===== src/rtl/irq_prio_pkg.sv =====
package irq_prio_pkg;

    typedef enum logic [0:0] {
        ST_IDLE  = 1'b0,
        ST_RAISE = 1'b1
    } irq_state_e;

    localparam logic [1:0] CFG_MASK = 2'd0;
    localparam logic [1:0] CFG_TRIG = 2'd1;
    localparam logic [1:0] CFG_CTRL = 2'd2;
    localparam logic [1:0] CFG_EOI  = 2'd3;

endpackage


===== src/rtl/irq_req_capture.sv =====
module irq_req_capture #(
    parameter int N_IRQ = 8
) (
    input  logic             clk,
    input  logic             rst_n,
    input  logic [N_IRQ-1:0] irq_i,
    input  logic [N_IRQ-1:0] level_i,
    input  logic [N_IRQ-1:0] clr_i,
    output logic [N_IRQ-1:0] pend_o
);

    for (genvar g = 0; g < N_IRQ; g++) begin : g_line
        // [0] first sync stage, [1] synced level, [2] previous synced level
        logic [2:0] sync_q;
        logic       pend_q;
        logic       rise;

        assign rise = sync_q[1] & ~sync_q[2];

        always_ff @(posedge clk or negedge rst_n) begin
            if (!rst_n) begin
                sync_q <= '0;
                pend_q <= 1'b0;
            end else begin
                sync_q <= {sync_q[1:0], irq_i[g]};
                if (level_i[g]) begin
                    pend_q <= sync_q[1];
                end else begin
                    pend_q <= (pend_q & ~clr_i[g]) | rise;
                end
            end
        end

        assign pend_o[g] = pend_q;
    end

endmodule


===== src/rtl/irq_rank_pick.sv =====
module irq_rank_pick #(
    parameter int N_IRQ = 8,
    parameter int IDX_W = $clog2(N_IRQ)
) (
    input  logic [N_IRQ-1:0] req_i,
    input  logic [IDX_W-1:0] low_i,
    output logic             hit_o,
    output logic [IDX_W-1:0] idx_o,
    output logic [IDX_W-1:0] rank_o
);

    logic [IDX_W-1:0] cand;

    // rank r belongs to index low_i + 1 + r (wrapping); rank 0 is the highest
    always_comb begin
        hit_o  = 1'b0;
        idx_o  = '0;
        rank_o = '0;
        cand   = '0;
        for (int r = N_IRQ - 1; r >= 0; r--) begin
            cand = low_i + IDX_W'(1) + IDX_W'(r);
            if (req_i[cand]) begin
                hit_o  = 1'b1;
                idx_o  = cand;
                rank_o = IDX_W'(r);
            end
        end
    end

endmodule


===== src/rtl/irq_prio_ctrl.sv =====
module irq_prio_ctrl
    import irq_prio_pkg::*;
#(
    parameter int N_IRQ  = 8,
    parameter int BASE_W = 5
) (
    input  logic                            clk,
    input  logic                            rst_n,
    input  logic [N_IRQ-1:0]                irq_i,
    input  logic                            cfg_we,
    input  logic [1:0]                      cfg_addr,
    input  logic [N_IRQ-1:0]                cfg_wdata,
    input  logic                            ack_i,
    output logic                            int_o,
    output logic                            vec_valid_o,
    output logic [BASE_W+$clog2(N_IRQ)-1:0] vec_o
);

    localparam int IDX_W    = $clog2(N_IRQ);
    localparam int VEC_W    = BASE_W + IDX_W;
    localparam int ROT_BIT  = BASE_W;
    localparam int AEOI_BIT = BASE_W + 1;
    localparam int SPEC_BIT = N_IRQ - 1;

    logic [N_IRQ-1:0]  mask_q, level_q, isr_q, pend, clr_pend, isr_clr, isr_set;
    logic [BASE_W-1:0] base_q;
    logic              rot_q, aeoi_q;
    logic [IDX_W-1:0]  low_q, low_eff;
    irq_state_e        state_q, state_d;
    logic              cand_hit, isr_hit, take, accept, eoi_wr, eoi_hit;
    logic [IDX_W-1:0]  cand_idx, cand_rank, isr_idx, isr_rank, eoi_idx;
    logic              vec_valid_q;
    logic [VEC_W-1:0]  vec_q;

    irq_req_capture #(.N_IRQ(N_IRQ)) u_capture (
        .clk    (clk),
        .rst_n  (rst_n),
        .irq_i  (irq_i),
        .level_i(level_q),
        .clr_i  (clr_pend),
        .pend_o (pend)
    );

    assign low_eff = rot_q ? low_q : IDX_W'(N_IRQ - 1);

    irq_rank_pick #(.N_IRQ(N_IRQ), .IDX_W(IDX_W)) u_pick_pend (
        .req_i (pend & ~mask_q),
        .low_i (low_eff),
        .hit_o (cand_hit),
        .idx_o (cand_idx),
        .rank_o(cand_rank)
    );

    irq_rank_pick #(.N_IRQ(N_IRQ), .IDX_W(IDX_W)) u_pick_isr (
        .req_i (isr_q),
        .low_i (low_eff),
        .hit_o (isr_hit),
        .idx_o (isr_idx),
        .rank_o(isr_rank)
    );

    assign take    = cand_hit && (!isr_hit || (cand_rank < isr_rank));
    assign accept  = ack_i && (state_q == ST_RAISE) && take;
    assign eoi_wr  = cfg_we && (cfg_addr == CFG_EOI);
    assign eoi_idx = cfg_wdata[SPEC_BIT] ? cfg_wdata[IDX_W-1:0] : isr_idx;
    assign eoi_hit = eoi_wr && (cfg_wdata[SPEC_BIT] ? isr_q[cfg_wdata[IDX_W-1:0]] : isr_hit);

    assign isr_clr  = eoi_hit ? (N_IRQ'(1) << eoi_idx) : '0;
    assign isr_set  = (accept && !aeoi_q) ? (N_IRQ'(1) << cand_idx) : '0;
    assign clr_pend = accept ? (N_IRQ'(1) << cand_idx) : '0;

    // configuration, in-service set and rotation pointer
    always_ff @(posedge clk or negedge rst_n) begin
        if (!rst_n) begin
            mask_q  <= '0;
            level_q <= '0;
            base_q  <= '0;
            rot_q   <= 1'b0;
            aeoi_q  <= 1'b0;
            isr_q   <= '0;
            low_q   <= IDX_W'(N_IRQ - 1);
        end else begin
            if (cfg_we && cfg_addr == CFG_MASK) mask_q <= cfg_wdata;
            if (cfg_we && cfg_addr == CFG_TRIG) level_q <= cfg_wdata;
            if (cfg_we && cfg_addr == CFG_CTRL) begin
                base_q <= cfg_wdata[BASE_W-1:0];
                rot_q  <= cfg_wdata[ROT_BIT];
                aeoi_q <= cfg_wdata[AEOI_BIT];
            end
            isr_q <= (isr_q & ~isr_clr) | isr_set;
            if (rot_q) begin
                if (eoi_hit) begin
                    low_q <= eoi_idx;
                end else if (accept && aeoi_q) begin
                    low_q <= cand_idx;
                end
            end
        end
    end

    // state register
    always_ff @(posedge clk or negedge rst_n) begin
        if (!rst_n) state_q <= ST_IDLE;
        else        state_q <= state_d;
    end

    always_comb begin
        state_d = state_q;
        unique case (state_q)
            ST_IDLE:  if (take) state_d = ST_RAISE;
            ST_RAISE: if (accept || !take) state_d = ST_IDLE;
        endcase
    end

    // outputs
    always_ff @(posedge clk or negedge rst_n) begin
        if (!rst_n) begin
            vec_valid_q <= 1'b0;
            vec_q       <= '0;
        end else begin
            vec_valid_q <= accept;
            if (accept) vec_q <= {base_q, cand_idx};
        end
    end

    always_comb begin
        int_o       = (state_q == ST_RAISE);
        vec_valid_o = vec_valid_q;
        vec_o       = vec_q;
    end

    p_masked_never_acked_r4: assert property (@(posedge clk) disable iff (!rst_n)
        accept |-> !mask_q[cand_idx]);

    p_vector_needs_ack_r6: assert property (@(posedge clk) disable iff (!rst_n)
        vec_valid_o |-> $past(int_o && ack_i));

    p_line_drops_after_ack_r7: assert property (@(posedge clk) disable iff (!rst_n)
        (int_o && ack_i) |=> !int_o);

    p_specific_eoi_clears_r9: assert property (@(posedge clk) disable iff (!rst_n)
        (eoi_wr && cfg_wdata[SPEC_BIT] && !accept) |=> !isr_q[$past(cfg_wdata[IDX_W-1:0])]);

    p_auto_eoi_leaves_none_r11: assert property (@(posedge clk) disable iff (!rst_n)
        (accept && aeoi_q) |=> !isr_q[$past(cand_idx)]);

endmodule


===== config.mk =====
export PLATFORM = sky130hd
export DESIGN_NAME = irq_prio_ctrl
export DESIGN_NICKNAME = d
export VERILOG_FILES = /design/src/rtl/irq_prio_pkg.sv /design/src/rtl/irq_req_capture.sv /design/src/rtl/irq_rank_pick.sv /design/src/rtl/irq_prio_ctrl.sv
export SDC_FILE = /design/constraint.sdc
export NUM_CORES = 1
export LEC_CHECK = 0
export ABC_AREA = 1
export BUFFER_PORTS_ARGS = -buffer_cell sky130_fd_sc_hd__buf_2
export CAP_MARGIN = 5
export CORE_MARGIN = 2
export CORE_UTILIZATION = 45
export CTS_BUF_LIST = sky130_fd_sc_hd__clkbuf_4
export CTS_CLUSTER_SIZE = 14
export DETAILED_ROUTE_END_ITERATION = 10
export PLACE_DENSITY_LB_ADDON = 0.1
export SKIP_LAST_GASP = 1
export SLEW_MARGIN = 25
export SYNTH_ARGS = -nofsm -noshare
export SYNTH_HDL_FRONTEND = slang
export SYNTH_SLANG_ARGS = --single-unit

===== constraint.sdc =====
create_clock -name clk -period 3.1 [get_ports clk]
set_clock_uncertainty 0.05 [all_clocks]
set_input_delay 0.155 -clock clk [delete_from_list [all_inputs] [get_ports clk]]
set_output_delay 0.155 -clock clk [all_outputs]
set_load 0.05 [all_outputs]

# After elaboration in Yosys (flattened, before gate mapping)
# Index checks and enable logic that the tools add are counted.
[classes] add_sub_neg=8 magnitude_cmp=10 n_eq_ne=3 n_shift=2 mux=101 n_bitwise=46 n_reduce_logical=18
[op_table] op="$mux W3" count=36
[op_table] op="$bmux W1 S3" count=17
[op_table] op="$mux W1" count=44
[op_table] op="$lt A3 B4 Y1 const B" count=9
[op_table] op="$mux W8" count=3
[op_table] op="$not A1 Y1" count=17
[op_table] op="$and A1 B1 Y1" count=16
[op_table] op="$and A8 B8 Y8" count=2
[op_table] op="$not A8 Y8" count=2
[op_table] op="$shl A1 B3 Y8 const A" count=2
[op_table] op="$add A3 B3 Y3 const B" count=4
[op_table] op="$logic_and A1 B1 Y1" count=10
[op_table] op="$or A1 B1 Y1" count=8
[op_table] op="$or A8 B8 Y8" count=1
[op_table] op="$add A3 B1 Y3 const B" count=2
[op_table] op="$add A3 B2 Y3 const B" count=2
[op_table] op="$eq A2 B2 Y1 const B" count=2
[op_table] op="$logic_not A1 Y1" count=3
[op_table] op="$lt A3 B3 Y1" count=1
[op_table] op="$eq A2 B1 Y1 const B" count=1
[op_table] op="$logic_not A2 Y1" count=1
[op_table] op="$logic_or A1 B1 Y1" count=2
[op_table] op="$pmux W1 S2" count=1
[op_table] op="$reduce_and A2 Y1" count=1
[op_table] op="$reduce_bool A2 Y1" count=1
[totals] register_bits=76 input_bits=22 out_inout_bits=10 word_cells=214

# Longest topological paths before layout
[depth] word_depth=22 ltp_mapped=28 ltp_nobuf=26

# Cells and area by module
# A second synthesis with hierarchy kept.
[unflattened] hier_cells=756 area_unflattened_um2=5012.3
[by_module_without_submodules] mod="irq_prio_ctrl" instances=1 cells_each=278 area_per_inst_um2=2202.1
[by_module_without_submodules] mod="irq_rank_pick" instances=2 cells_each=195 area_per_inst_um2=879.6
[by_module_without_submodules] mod="irq_req_capture" instances=1 cells_each=88 area_per_inst_um2=1051.0

# Worst setup path after synthesis
# OpenSTA, ideal clock, no wires.
[synth_path] path_type="register to register" from="register rot_q" to="register vec_q[2] (netlist: vec_o[2])" setup_ns=0.129 arrival_ns=3.133 setup_slack_ns=-0.211 stages_incl_launch_ff=24 path_buffers=4 period_less_slack_ns=3.311 cell_sequence="dfrtp_1 -> nand2_2 -> buf_6 -> buf_12 -> ha_1 -> clkinv_1 -> buf_2 -> nand3_1 -> nand2_1 -> nand2_1 -> nand2_1 -> nor2_1 -> inv_1 -> nor4_1 -> ha_1 -> nand2_1 -> inv_1 -> nand2_1 -> nand2_1 -> nand2_2 -> nand3_4 -> buf_4 -> nand2_1 -> o21ai_1"
[synth_between] elab_chain_cells=17 word_cells_on_any_way=86 classes_between="add/sub: 8; order compare: 1; mux: 73; reduce/logical: 4"
[synth_lines] element="from (decl)" line_no="irq_prio_ctrl.sv:27" text="logic rot_q, aeoi_q;"
[synth_lines] element="from (signal assigned)" line_no="irq_prio_ctrl.sv:87" text="rot_q <= cfg_wdata[ROT_BIT];"
[synth_lines] element="$mux W3 *" line_no="irq_prio_ctrl.sv:44" text="assign low_eff = rot_q ? low_q : IDX_W'(N_IRQ - 1);"
[synth_lines] element="$add A3 B1 Y3 *" line_no="irq_rank_pick.sv:21" text="cand = low_i + IDX_W'(1) + IDX_W'(r);"
[synth_lines] element="$add A3 B3 Y3" line_no="irq_rank_pick.sv:21"
[synth_lines] element="$bmux W1 S3" line_no="irq_rank_pick.sv:22" text="if (req_i[cand]) begin"
[synth_lines] element="$mux W1 (implied by the code)" line_no="irq_rank_pick.sv:22"
[synth_lines] element="$mux W3 / $mux W1 (equally long branches) (8 in series)" line_no="irq_rank_pick.sv:22"
[synth_lines] element="$lt A3 B3 Y1 / $logic_not A1 Y1 (equally long branches)" line_no="irq_prio_ctrl.sv:62" text="assign take = cand_hit && (!isr_hit || (cand_rank < isr_rank));"
[synth_lines] element="$logic_or A1 B1 Y1" line_no="irq_prio_ctrl.sv:62"
[synth_lines] element="$logic_and A1 B1 Y1" line_no="irq_prio_ctrl.sv:62"
[synth_lines] element="$logic_and A1 B1 Y1" line_no="irq_prio_ctrl.sv:63" text="assign accept = ack_i && (state_q == ST_RAISE) && take;"
[synth_lines] element="to (signal assigned)" line_no="irq_prio_ctrl.sv:122" text="if (accept) vec_q <= {base_q, cand_idx};"
[synth_lines] element="to (decl)" line_no="irq_prio_ctrl.sv:33" text="logic [VEC_W-1:0] vec_q;"
# Every way passes the cells marked *; elsewhere a longest branch is shown, timed or not. The select of a mux whose other input is x is not followed.
# A chain may end at the register's enable or synchronous reset.

# Worst setup path in the final report
[layout_path] from="register low_q[1]" to="register vec_q[3] (netlist: vec_o[3])"
[layout_between] elab_chain_cells=17 word_cells_on_any_way=78 classes_between="add/sub: 8; order compare: 1; mux: 65; reduce/logical: 4"
[layout_lines] element="from (decl)" line_no="irq_prio_ctrl.sv:28" text="logic [IDX_W-1:0] low_q, low_eff;"
[layout_lines] element="from (signal assigned)" line_no="irq_prio_ctrl.sv:81" text="low_q <= IDX_W'(N_IRQ - 1);"
[layout_lines] element="from (signal assigned)" line_no="irq_prio_ctrl.sv:93" text="low_q <= eoi_idx;"
[layout_lines] element="from (signal assigned)" line_no="irq_prio_ctrl.sv:95" text="low_q <= cand_idx;"
[layout_lines] element="$mux W3 *" line_no="irq_prio_ctrl.sv:44"
[layout_lines] element="$add A3 B1 Y3 *" line_no="irq_rank_pick.sv:21"
[layout_lines] element="$add A3 B3 Y3" line_no="irq_rank_pick.sv:21"
[layout_lines] element="$bmux W1 S3" line_no="irq_rank_pick.sv:22"
[layout_lines] element="$mux W1 (implied by the code)" line_no="irq_rank_pick.sv:22"
[layout_lines] element="$mux W3 / $mux W1 (equally long branches) (8 in series)" line_no="irq_rank_pick.sv:22"
[layout_lines] element="$lt A3 B3 Y1 / $logic_not A1 Y1 (equally long branches)" line_no="irq_prio_ctrl.sv:62"
[layout_lines] element="$logic_or A1 B1 Y1" line_no="irq_prio_ctrl.sv:62"
[layout_lines] element="$logic_and A1 B1 Y1 *" line_no="irq_prio_ctrl.sv:62"
[layout_lines] element="$logic_and A1 B1 Y1 *" line_no="irq_prio_ctrl.sv:63"
# Marked as above.

==> flow_metrics.tcl <==
set metrics [dict create \
    syn_nets 638 \
    grt_max_degree 77 \
    dieArea_um2 10600 \
    yosys-top-cells-area "dfrtp_1 41%, nand2_1 19%, nand3_1 7.5%" \
    rsz0062_at_grt "true" \
    multi_input_area_um2 2430 \
    maxSlewHeadroom_pct 54.9 \
    synthCells 613 \
    clock_latency_ns 0.42 \
    fp.dieW_um 103 \
    crit_type "reg2reg" \
    yosysSeqAreaShare_pct 43.1 \
    crit_path_max_incr_delay_ns 0.56 \
    mostFrequentLayoutCell "nand2_1" \
    grt_pass1_vias 4079 \
    yosysTopAreaCell "dfrtp_1" \
    rrSetupSlack_ns 0.04 \
    rows 36 \
    fmax_ghz 0.327 \
    dpl.cell_count 814 \
    grt_pass1_wl_um 19500 \
    path_buf_inv 6 \
    hold_start "ack_i" \
    core_area_um2 9640 \
    place_ws_ns -0.137 \
    grt_overflow 0 \
    crit_path_end_kind "register" \
    drv_slew 0 \
    clockRootBuffer "clkbuf_4" \
    syn-cell-area_um2 4420 \
    num_io_pins 32 \
    clock_path_buffers 2 \
    async_flop_share_pct 100 \
    crit_arrival_ns 3.32 \
    setup_tns_ns 0 \
    synthDominantCellAreaShare_pct 41.4 \
    final_hold_viol_count 0 \
    cp_top_family "simple AND/OR/NAND/NOR gates" \
    numCtsBuffers 9 \
    drt_wl_total_um 12500 \
    r2r_start "low_q[1]$_DFFE_PN1P_" \
    tightest_slew_ns 0.675 \
    status "completed" \
    cp_max_fo 6 \
    setup_viol 0 \
    hp-class "in2reg" \
    htreeDepth 3 \
    ys.flop_type "dfrtp_1" \
    io_buffer_count 31 \
    ys_seq_elements 76 \
    nFillCells 943 \
    stdcell_count 857 \
    cts_tree "yes" \
    seq_area_um2 1910 \
    ys_types 34 \
    start_kind "register" \
    cp.required_ns 3.36 \
    synth_warnings 0 \
    fin_ws_ns 0.0427 \
    antenna_found_initial 0 \
    slowest_stage "dfstp_2" \
    dr.pass1.iters 4 \
    drt-initial-drc-count 253 \
    viasPerCell 5.14 \
    grt_usage_pct 24.5 \
    min_period_ns 3.06 \
    fin_nets 745 \
    antenna_left 0 \
    die_height_um 103 \
    critPathLaunch "low_q[1]$_DFFE_PN1P_" \
    final_cell_mix "184 x nand2_1, 72 x dfrtp_1, 60 x inv_1, 57 x nand3_1, 57 x buf_4" \
    finalCritPeriodShare_pct 98.6 \
    dr_total_vias 4405 \
    maxCapViolations 0 \
    clk_pin_slew_ns 0.11 \
    antenna_cells 0 \
    wl_per_cell_um 14.6 \
    globalplace.congestion 0.951 \
    hpwl_um 9550 \
    finish.utilization_pct 59.4 \
    synth_edf_count 0 \
    area_growth_pct 29.7 \
    drive_above_1_share_pct 31.1 \
    cts.sinks 76 \
    start_util_pct 45.8 \
    avgSynthCellArea_um2 7.21 \
    drc 0 \
]
-- metal layers --
layer | vias to the layer above | global-route usage [%] | part of all wire [%]
met5 | - | 0 | 0
met2 | 123 | 42.9 | 49
met3 | 50 | 3.32 | 3.9
met1 | 2054 | 28.9 | 41
li1 | 2178 | - | -
met4 | 0 | 13.6 | 6.0
-- cells by family after synthesis --
kind of cell	share of synthesized area (%)
AOI/OAI and AO/OA	10.5
adders and majority gates	0.850
and+or+nand+nor	36.9
DFF	43.1
buffers and inverters	8.61
-- stage by stage --
| step | hold slack [ns] | cell area, µm² |
|---|---|---|
| after floorplan | -0.191 | 4490 |
| after global placement | 0.214 | 5090 |
| after detailed placement | 0.214 | 5090 |
| after CTS | 0.0100 | 5450 |
| after global routing | 0.0407 | 5730 |
| final | 0.0322 | 5730 |
-- layout make-up --
type,instances,share of cell area [%]
tap,133,2.91
clock inverter,4,0.721
multi-input combinational,453,42.4
inverter,72,5.09
timing repair buffer,107,14.0
sequential,76,33.3
timing repair inverter,1,0.109
clock buffer,11,1.44
-- final timing paths --
| check | endpoint | cells after the start |
|---|---|---|
| max in group asynchronous | isr_q[3]$_DFF_PN0_ | 2 |
| min in group asynchronous | u_capture.g_line[5].sync_q[0]$_DFF_PN0_ | 2 |
| setup reg to reg | vec_o[3]$_DFFE_PN0P_ | 25 |
| hold / removal | int_o$_DFF_PN0_ | 4 |
| setup / recovery | vec_o[3]$_DFFE_PN0P_ | 25 |
| hold reg to reg | u_capture.g_line[1].sync_q[1]$_DFF_PN0_ | 0 |
-- cells in the mapped netlist (all sizes together) (2+ instances only) --
master  count
nand2     246
dfrtp      73
clkinv      2
clkbuf      3
ha          3
nand3      74
nor2       31
buf         9
o21ai      65
dfstp       3
a21oi      19
nor3        4
nand4       4
inv        70
nand3b      3
-- sequential cells by signal, summed over array words and instances, names as in the netlist --
register and cells:
rot_q 1, base_q 5, aeoi_q 1, level_q 8
vec_valid_o 1, low_q 3, mask_q 8, u_capture.g_line.pend_q 8
u_capture.g_line.sync_q 24, int_o 1, vec_o 8, isr_q 8
-- worst register-to-register path, delay by kind of cell, from the launching register on --
kind / cells / cell delay (ns)
AND/OR/NAND/NOR: 17 / 1.42
flip-flops: 1 / 0.56
buffers and inverters: 6 / 0.47
adder cells (fa/ha/maj): 2 / 0.46
-- timing repair --
item,4_1_cts,5_1_grt
resized for setup,11,65
buffers inserted,8,6
hold endpoints to repair,92,0
cloned,1,0
pin swaps,8,18
hold buffers,13,0
setup endpoints to repair,28,28
Power is left out: the tool's default activity adds up to more than one toggle a clock period on the data nets, which glitch-free logic cannot reach.
